<file path="config.mk">
export PLATFORM = sky130hd
export DESIGN_NAME = dma_trig_dispatch
export DESIGN_NICKNAME = d
export VERILOG_FILES = /design/src/rtl/dma_trig_pkg.sv /design/src/rtl/dma_trig_match.sv /design/src/rtl/dma_trig_pend.sv /design/src/rtl/dma_trig_dispatch.sv
export SDC_FILE = /design/constraint.sdc
export NUM_CORES = 1
export LEC_CHECK = 0
export BUFFER_PORTS_ARGS = -buffer_cell sky130_fd_sc_hd__buf_2
export CORE_ASPECT_RATIO = 1.2
export CORE_MARGIN = 2
export CORE_UTILIZATION = 26
export DETAILED_ROUTE_END_ITERATION = 8
export MAX_ROUTING_LAYER = met4
export PLACE_DENSITY = 0.82
export SETUP_SLACK_MARGIN = 0.05
export SLEW_MARGIN = 20
export SYNTH_ARGS = -nofsm -noshare
export SYNTH_HDL_FRONTEND = slang
export SYNTH_HIERARCHICAL = 1
export SYNTH_SLANG_ARGS = --single-unit
</file>
<file path="constraint.sdc">
create_clock -name clk -period 0.9 [get_ports clk]
set_input_delay 0.045 -clock clk [delete_from_list [all_inputs] [get_ports clk]]
set_output_delay 0.045 -clock clk [all_outputs]
set_load 0.02 [all_outputs]
</file>
<file path="src/rtl/dma_trig_pkg.sv">
package dma_trig_pkg;
  localparam int CTL_W     = 16;
  localparam int CODE_LO   = 8;
  localparam int CODE_W    = 4;
  localparam int AUTO_LO   = 10;
  localparam int EN_LO     = 0;
  localparam int N_EV      = 6;

  typedef enum logic [2:0] {
    EV_EXT    = 3'd0,
    EV_PA_TXE = 3'd1,
    EV_PA_RXF = 3'd2,
    EV_PB_TXE = 3'd3,
    EV_PB_RXF = 3'd4,
    EV_TMR    = 3'd5
  } ev_idx_e;

  localparam logic [CODE_W-1:0] SRC_EXT    = 4'h0;
  localparam logic [CODE_W-1:0] SRC_PA_TXE = 4'h8;
  localparam logic [CODE_W-1:0] SRC_PA_RXF = 4'h9;
  localparam logic [CODE_W-1:0] SRC_PB_TXE = 4'hA;
  localparam logic [CODE_W-1:0] SRC_PB_RXF = 4'hB;
  localparam logic [CODE_W-1:0] SRC_TMR_LO = 4'hC;

  localparam logic [1:0] CH_EN_VAL   = 2'b01;
  localparam logic [1:0] AUTO_VAL    = 2'b01;
endpackage

</file>
<file path="src/rtl/dma_trig_match.sv">
module dma_trig_match
  import dma_trig_pkg::*;
(
  input  logic [CTL_W-1:0] ctl,
  input  logic [N_EV-1:0]  ev,
  input  logic             gate,
  output logic             hit,
  output logic             is_auto
);
  logic [CODE_W-1:0] code;
  logic              ch_on;
  logic [N_EV-1:0]   sel;
  logic              ctl_unused;

  assign code  = ctl[CODE_LO +: CODE_W];
  assign ch_on = gate && (ctl[EN_LO +: 2] == CH_EN_VAL);
  assign ctl_unused = ^{ctl[CTL_W-1:CODE_LO+CODE_W], ctl[CODE_LO-1:EN_LO+2]};

  always_comb begin
    sel            = '0;
    sel[EV_EXT]    = (code == SRC_EXT);
    sel[EV_PA_TXE] = (code == SRC_PA_TXE);
    sel[EV_PA_RXF] = (code == SRC_PA_RXF);
    sel[EV_PB_TXE] = (code == SRC_PB_TXE);
    sel[EV_PB_RXF] = (code == SRC_PB_RXF);
    sel[EV_TMR]    = (code >= SRC_TMR_LO);
  end

  assign hit     = ch_on && |(sel & ev);
  assign is_auto = ch_on && (ctl[AUTO_LO +: 2] == AUTO_VAL);
endmodule

</file>
<file path="src/rtl/dma_trig_pend.sv">
module dma_trig_pend (
  input  logic clk,
  input  logic rst,
  input  logic hit,
  input  logic ack,
  output logic pend
);
  always_ff @(posedge clk) begin
    if (rst) pend <= 1'b0;
    else     pend <= hit | (pend & ~ack);
  end

  p_rise_needs_hit_r8: assert property (@(posedge clk) disable iff (rst)
    $rose(pend) |-> $past(hit));
  p_hold_until_ack_r9: assert property (@(posedge clk) disable iff (rst)
    (pend && !ack) |=> pend);
  p_ack_clears_r9: assert property (@(posedge clk) disable iff (rst)
    (pend && ack && !hit) |=> !pend);
  p_ack_with_hit_r10: assert property (@(posedge clk) disable iff (rst)
    hit |=> pend);
endmodule

</file>
<file path="src/rtl/dma_trig_dispatch.sv">
module dma_trig_dispatch
  import dma_trig_pkg::*;
#(
  parameter int NUM_CH = 4,
  parameter int GLOB_W = 3,
  parameter logic [GLOB_W-1:0] GLOB_ON = 3'b001
) (
  input  logic                    clk,
  input  logic                    rst,
  input  logic                    ev_ext,
  input  logic                    ev_pa_txe,
  input  logic                    ev_pa_rxf,
  input  logic                    ev_pb_txe,
  input  logic                    ev_pb_rxf,
  input  logic                    ev_tmr_cap,
  input  logic [GLOB_W-1:0]       glob_ctl,
  input  logic [NUM_CH*CTL_W-1:0] chan_ctl,
  input  logic [NUM_CH-1:0]       run_ack,
  output logic [NUM_CH-1:0]       run_req,
  output logic [NUM_CH-1:0]       auto_flag
);
  logic [N_EV-1:0]   ev_vec;
  logic              glob_ok;
  logic [NUM_CH-1:0] hit;
  logic [NUM_CH-1:0] auto_d;

  always_comb begin
    ev_vec            = '0;
    ev_vec[EV_EXT]    = ev_ext;
    ev_vec[EV_PA_TXE] = ev_pa_txe;
    ev_vec[EV_PA_RXF] = ev_pa_rxf;
    ev_vec[EV_PB_TXE] = ev_pb_txe;
    ev_vec[EV_PB_RXF] = ev_pb_rxf;
    ev_vec[EV_TMR]    = ev_tmr_cap;
  end

  assign glob_ok = (glob_ctl == GLOB_ON);

  for (genvar i = 0; i < NUM_CH; i++) begin : g_ch
    dma_trig_match u_match (
      .ctl     (chan_ctl[i*CTL_W +: CTL_W]),
      .ev      (ev_vec),
      .gate    (glob_ok),
      .hit     (hit[i]),
      .is_auto (auto_d[i])
    );

    dma_trig_pend u_pend (
      .clk  (clk),
      .rst  (rst),
      .hit  (hit[i]),
      .ack  (run_ack[i]),
      .pend (run_req[i])
    );

    p_glob_gate_r5: assert property (@(posedge clk) disable iff (rst)
      !glob_ok |=> !$rose(run_req[i]));
    p_chan_gate_r6: assert property (@(posedge clk) disable iff (rst)
      (chan_ctl[i*CTL_W + EN_LO +: 2] != CH_EN_VAL) |=> !$rose(run_req[i]));
    p_ext_match_r2: assert property (@(posedge clk) disable iff (rst)
      (ev_ext && glob_ok && chan_ctl[i*CTL_W +: 2] == CH_EN_VAL
       && chan_ctl[i*CTL_W + CODE_LO +: CODE_W] == SRC_EXT) |=> run_req[i]);
    p_tmr_match_r4: assert property (@(posedge clk) disable iff (rst)
      (ev_tmr_cap && glob_ok && chan_ctl[i*CTL_W +: 2] == CH_EN_VAL
       && chan_ctl[i*CTL_W + CODE_LO +: CODE_W] >= SRC_TMR_LO) |=> run_req[i]);
    p_low_codes_r12: assert property (@(posedge clk) disable iff (rst)
      (chan_ctl[i*CTL_W + CODE_LO +: CODE_W] inside {[4'h1:4'h7]}) |=> !$rose(run_req[i]));
  end

  always_ff @(posedge clk) begin
    if (rst) auto_flag <= '0;
    else     auto_flag <= auto_d;
  end

  p_auto_gate_r11: assert property (@(posedge clk) disable iff (rst)
    !glob_ok |=> (auto_flag == '0));
endmodule

</file>
==> results of run 1 <==
==> placed cells by master (no fill, tap or decap) <==
master     n
nor3b_4    1
nor3b_1    2
dfxtp_1    8
o221ai_2   1
nand2b_4   2
nor4b_2    1
clkbuf_4   3
buf_2     43
nor2b_1    4
buf_6      3
buf_4     10
nor4b_1    3
o21ba_1    4
o221ai_1   3
a21oi_2    4
and3b_1    4
mux4_2     4
inv_2      1
nand2b_1   6
nor3b_2    2
inv_1      7
==> stage by stage <==
step	area [um^2]	hold slack (ps)	setup TNS, ps
after global routing	1010	66.9	-132
after floorplan	578	107	-271
final	1010	75.7	0
after CTS	996	62.9	0
after detailed placement	913	334	-1660
after global placement	913	333	-1320
==> critical path, cell delays in order <==
cell and delay (ps):
buf_6 90, nor3b_4 230, and3b_1 210, o221ai_1 110
o21ba_1 250, inv_2 40, a21oi_2 90
==> state kept, by name, indices dropped and copies added, names as in the netlist <==
register	count
g_ch.u_pend/pend	4
auto_flag	4
==> power groups by stage <==
stage	combinational (mW)	clock [mW]	sequential, mW
3_3_place_gp	0.212	0	0.364
5_1_grt	0.266	0.306	0.356
4_1_cts	0.244	0.280	0.357
2_1_floorplan	0.0648	0	0.367
6_report	0.246	0.267	0.357
3_5_place_dp	0.219	0	0.364
==> logic make-up after synthesis <==
group,Yosys count,share of synthesized area [%]
simple gates,25,32.5
compound gates,12,19.0
buf+inv,8,5.20
flops,8,27.7
mux,4,15.6
==> cells in the mapped netlist <==
cell type / number / area, um^2
dfxtp_1: 8 / 160
inv_1: 8 / 30.0
nand2b_1: 8 / 50.1
a21oi_2: 4 / 35.0
and3b_1: 4 / 35.0
mux4_2: 4 / 90.1
nor2b_1: 4 / 25.0
nor3b_1: 4 / 30.0
nor4b_1: 4 / 35.0
o21ba_1: 4 / 40.0
o221ai_1: 4 / 35.0
nor3b_2: 1 / 12.5
==> layer usage <==
layer | track usage [%] | vias up | wire (um)
met5 | - | - | 0
met4 | 10.7 | 0 | 51
met3 | 0 | 4 | 137
met2 | 26.0 | 41 | 885
met1 | 16.8 | 296 | 637
li1 | - | 336 | -
==> repair_timing <==
| item | 4_1_cts | 5_1_grt |
|---|---|---|
| resized for setup | 8 | 3 |
| endpoints found under the setup margin | 4 | 6 |
| pin swaps | 9 | 3 |
| buffers inserted | 1 | 0 |
==> worst paths after layout <==
check	start	endpoint	slack [ps]	cells after the start
worst min-delay path	rst	g_ch[1].u_pend/pend	80	2
worst min register to register	g_ch[2].u_pend/pend	g_ch[2].u_pend/pend	480	2
worst max register to register	g_ch[3].u_pend/pend	g_ch[3].u_pend/pend	310	2
worst max-delay path	glob_ctl[1]	g_ch[2].u_pend/pend	10	7
==> area by class of cell <==
| type | instances | area (um^2) | share of cell area (%) |
|---|---|---|---|
| inverters | 8 | 30.0 | 2.99 |
| multi-input cells | 41 | 432 | 42.9 |
| flip-flops and latches | 8 | 160 | 15.9 |
| well taps | 30 | 37.5 | 3.73 |
| repair buffers | 56 | 324 | 32.2 |
| clock buffers | 3 | 22.5 | 2.24 |
==> key figures, run 1 <==
Status
  • Outcome: completed

Power and ir drop
  • Clk network pwr share: 30.7%
  • Max rail drop VDD: between 0.3 and 0.4 mV
  • Combinational share of power: between 20 and 30%
  • P_leak: 0.499 nW
  • Sequential share of power: 41.0%
  • Pint: about 0.66 mW
  • Switching Fraction: between 20 and 25%
  • PwrDens: 865 nW/um^2
  • Final Power: 0.870 mW
  • Psw: 0.211 mW

Synthesis
  • Avg Inst Size Synth: ~10 um^2
  • Cells after Synth: 57
  • Post-Syn Area: 578 um^2
  • Cell variety after synth: 12
  • Post-Syn Nets: 136
  • Post-synthesis sequential area ratio: 27.7%
  • Number of synthesized register bits: 8
  • YS warnings: 6

STA
  • Worst clock skew: 0 ps
  • Final worst slack: 10.4 ps
  • # setup viols final: 0
  • Relative slew margins: 81.4%
  • Period utilization: 98.8%
  • Final Slew Violations: 0
  • Fin. Hold Viols: 0
  • Final min period: 890 ps
  • Max Freq: around 1.1 GHz
  • Least-Margin Pin Slew: around 280 ps
  • RSZ-0062 raised after global routing: true

Clock tree
  • Clk slew on worst S/H paths: 50 ps
  • Clock Sinks: 8
  • CTS tree: done
  • TritonCTS buffer count: 3
  • Hold Buf Count CTS: 0
  • Max Buffers Root-to-Sink: 2
  • Clk_lat worst skew: 250 ps
  • Root buffer cell: clkbuf_4
  • H-tree depth: 1

Critical path
  • Worst setup SP type: input pin
  • Critical Path AT: 1080 ps
  • Critical Path RT: 1090 ps
  • Crit end category: register
  • Crit Path Max Fanout: 4
  • WS Path Type: in -> reg

Global routing
  • Largest net degree at the start of global routing: 9
  • First-pass GRT wire length: ~2900 um
  • Vias in the first global route: between 700 and 800
  • Total track usage: 15.5%
  • Initial antenna violation count: 0
  • GRT overflow: 0

Final layout
  • Util after Layout: 48.6%
  • Final cell count without fillers: 146
  • Filler instances: approximately 230
  • Layout Nets: 197
  • Antenna Cells: 0
  • Share of layout cells above drive strength 1: about 65%
  • Area growth syn-to-layout: 74.0%

Floorplanning
  • # IOs: 87
  • Die area: 2620 um^2
  • DIE WIDTH: 47.0 um
  • Core area: 2070 um^2
  • Chip Height: 55.7 um
  • Row count: 18
  • Initial Utilization: approximately 28%

Placed design
  • Buffers added on ports: 46
  • DP Wirelength: 1470 um
  • RePlAce Congestion: between 0.7 and 0.8
  • Placed insts: 142
  • Pre-CTS setup slack: -296 ps

Detailed routing
  • Drt first-iter violations: 1
  • DRC violations left: 0
  • DR WL/cell: 11.7 um
  • Detailed-route vias per instance: around 4.6
  • Post-Route WL: 1710 um
  • DR pass1 iterations: 4
  • Detail Route Antenna Nets: 0
  • Vias: just under 700

Flow run
  • MaxCap Viol Count: 0

Min path
  • Min-delay worst type: in -> reg
Note: power is estimated with default switching activity, not from simulation.
==> inputs of run 2 (changes only) <==
--- a/config.mk
+++ b/config.mk
@@ -5,13 +5,14 @@
 export SDC_FILE = /design/constraint.sdc
 export NUM_CORES = 1
 export LEC_CHECK = 0
+export ABC_AREA = 1
 export BUFFER_PORTS_ARGS = -buffer_cell sky130_fd_sc_hd__buf_2
 export CORE_ASPECT_RATIO = 1.2
 export CORE_MARGIN = 2
-export CORE_UTILIZATION = 26
+export CORE_UTILIZATION = 29
 export DETAILED_ROUTE_END_ITERATION = 8
 export MAX_ROUTING_LAYER = met4
-export PLACE_DENSITY = 0.82
+export PLACE_DENSITY = 0.81
 export SETUP_SLACK_MARGIN = 0.05
 export SLEW_MARGIN = 20
 export SYNTH_ARGS = -nofsm -noshare
==> run 2 against run 1 <==
- die area up 11%
- via count increased by 29%
- synthesized cell count increased by 130%
- register-to-register slack improved by 40 ps
- cell count is 47% higher
- routed wire length is 1.9% higher
- clock power hardly changed
- design area grew 4.2%
- power up 2.0%
- critical endpoint is now run_req[2]
- largest power group unchanged
==> key figures, run 2 <==
Detailed routing
  • DR pass1 iterations: 4
  • DR WL/cell: roughly 8.1 um
  • Detail Route Antenna Nets: 0
  • Vias: 876
  • Drt first-iter violations: 9
  • Post-Route WL: ~1700 um
  • Detailed-route vias per instance: 4.07
  • DRC violations left: 0

Critical path
  • Critical Path RT: 850 ps
  • Worst setup SP type: register
  • Worst path max stage delay: 320 ps
  • WS Path Type: reg -> out
  • Critical Path AT: 730 ps
  • Ordered cell list for the critical path: buf_2
  • Crit Path Max Fanout: 2
  • Crit end category: primary output
  • Critical path's top delay family: flip-flops
  • CP max-delay cell: dfxtp_1
  • Worst path bufs/invs: 1

Final layout
  • Filler instances: 253
  • Commonest non-fill, non-tap cell in the layout: nand2_1
  • Area growth syn-to-layout: 45.7%
  • Commonest cells after routing, fill and taps aside: nand2_1, buf_2, inv_1, nor2_1
  • Largest registers: auto_flag x4, g_ch.u_pend/pend x4
  • Antenna Cells: 0
  • Register area: around 160 um^2
  • Share of layout cells above drive strength 1: approximately 41%
  • Multi-input logic area: 443 um^2
  • Layout Nets: between 200 and 300
  • Util after Layout: 45.0%

Clock tree
  • Clock Sinks: 8
  • Post_cts resized: 0
  • Max Buffers Root-to-Sink: 2
  • Root buffer cell: clkbuf_4
  • Clk_lat worst skew: about 250 ps
  • CTS tree: done
  • Post-CTS Setup Bufs: 0
  • Hold Buf Count CTS: 0
  • Clk slew on worst S/H paths: 50 ps
  • TritonCTS buffer count: 3
  • H-tree depth: 1

STA
  • RSZ-0062 raised after global routing: false
  • # setup viols final: 0
  • Relative slew margins: 87.3%
  • Worst clock skew: 0 ps
  • Period utilization: between 80% and 90%
  • Fin. Hold Viols: 0
  • Final Slew Violations: 0
  • Final worst slack: roughly 120 ps
  • Final min period: slightly below 800 ps
  • Max Freq: 1.28 GHz
  • Least-Margin Pin Slew: 188 ps

Placed design
  • Pre-CTS setup slack: -73.5 ps
  • DP Wirelength: 1620 um
  • RePlAce Congestion: 0.751
  • Buffers added on ports: 46

Synthesis
  • Avg Inst Size Synth: 5.49 um^2
  • Post-synth ARST share: 0%
  • Top post-synthesis cells by area: nand2_1, dfxtp_1, inv_1
  • Post-Syn Area: 719 um^2
  • Synth cell count leaders: nand2_1, inv_1, nor2_1, a21oi_2, dfxtp_1
  • Number of flops mapped to enable cells by yosys: 0
  • Main synth FF type: dfxtp_1
  • Yosys top cell area share: 27.7%
  • Number of synthesized register bits: 8
  • Cell variety after synth: 10
  • Biggest area consumer among synthesized cells: nand2_1
  • YS warnings: 6
  • Post-Syn Nets: 210
  • Most common cell in the synthesized netlist: nand2_1
  • Post-synthesis sequential area ratio: 22.3%
  • Cells after Synth: 131

Floorplanning
  • # IOs: 87
  • Chip Height: 58.6 um
  • Initial Utilization: a little under a third
  • Die area: 2900 um^2
  • Core area: around 2300 um^2
  • Row count: 19
  • DIE WIDTH: 49.5 um

Global routing
  • Total track usage: about an eighth
  • Vias in the first global route: 788
  • GRT overflow: 0
  • First-pass GRT wire length: between 2000 and 3000 um
  • Initial antenna violation count: 0
  • Largest net degree at the start of global routing: 9

Power and ir drop
  • PwrDens: roughly 850 nW/um^2
  • P_leak: 0.600 nW
  • Max rail drop VDD: 0.435 mV

Flow run
  • MaxCap Viol Count: 0

Min path
  • Min-delay worst type: in -> reg

Status
  • Outcome: completed
[run 2: changes by cell type in the layout (fill, tap and decap cells not counted), moves of 6 or more]
cell	before	now
nand2b_1	6	0
nand2_1	0	52
inv_1	7	29
buf_4	10	4
nor2_1	0	12
[run 2: power by group]
group | total [mW] | switching [mW] | internal, mW | leakage [nW]
clock | 0.266 | 0.114 | 0.152 | 0.0138
combinational | 0.264 | 0.147 | 0.117 | 0.522
sequential | 0.357 | 0.000572 | 0.357 | 0.0645
[run 2: final timing paths]
kind                            start             endpoint  slack (ps)  depth (start not counted)
hold / removal           chan_ctl[49]         auto_flag[3]          30                          4
setup reg to reg  g_ch[3].u_pend/pend  g_ch[3].u_pend/pend         350                          2
hold reg to reg   g_ch[1].u_pend/pend  g_ch[1].u_pend/pend         460                          2
setup / recovery  g_ch[2].u_pend/pend           run_req[2]         120                          1
[run 2: cell families (layout without fill, tap and decap cells)]
group | count (synthesis) | after routing | synth area share, %
buffers and inverters | 33 | 86 | 17.2
DFF | 8 | 8 | 22.3
AOI/OAI and AO/OA | 12 | 12 | 12.5
and+or+nand+nor | 78 | 78 | 48.0
[run 2: area by class of cell]
cell class / instances / share of cell area [%]
sequential: 8 / 15.3
timing repair buffer: 50 / 24.8
inverter: 33 / 11.8
tap: 31 / 3.70
multi-input combinational: 90 / 42.2
clock buffer: 3 / 2.15
[run 2: routing by layer]
layer	GRT usage (%)	part of all wire [%]	wire, um	vias up
met1	13.2	42	735	348
met4	7.14	1.8	32	0
met3	1.02	5.3	93	3
met2	24.9	51	881	32
met5	-	0	0	-
li1	-	-	-	493
[run 2: stage by stage]
step / TNS (ps) / total power [mW] / std cells / hold slack, ps / instance area [um^2]
global route: 0 / 0.940 / 215 / 55.6 / 1050
global placement: -226 / 0.622 / 212 / 299 / 1020
detailed placement: -384 / 0.628 / 212 / 300 / 1020
CTS: 0 / 0.902 / 215 / 27.6 / 1040
floorplan: 0 / 0.479 / 131 / 107 / 719
finish: 0 / 0.887 / 215 / 34.3 / 1050
[run 2: worst register-to-register path: cells and delay by family (launching register included)]
| kind | cells | cell delay [ps] |
|---|---|---|
| compound gates | 1 | 110 |
| simple gates | 1 | 70 |
| flops | 1 | 320 |
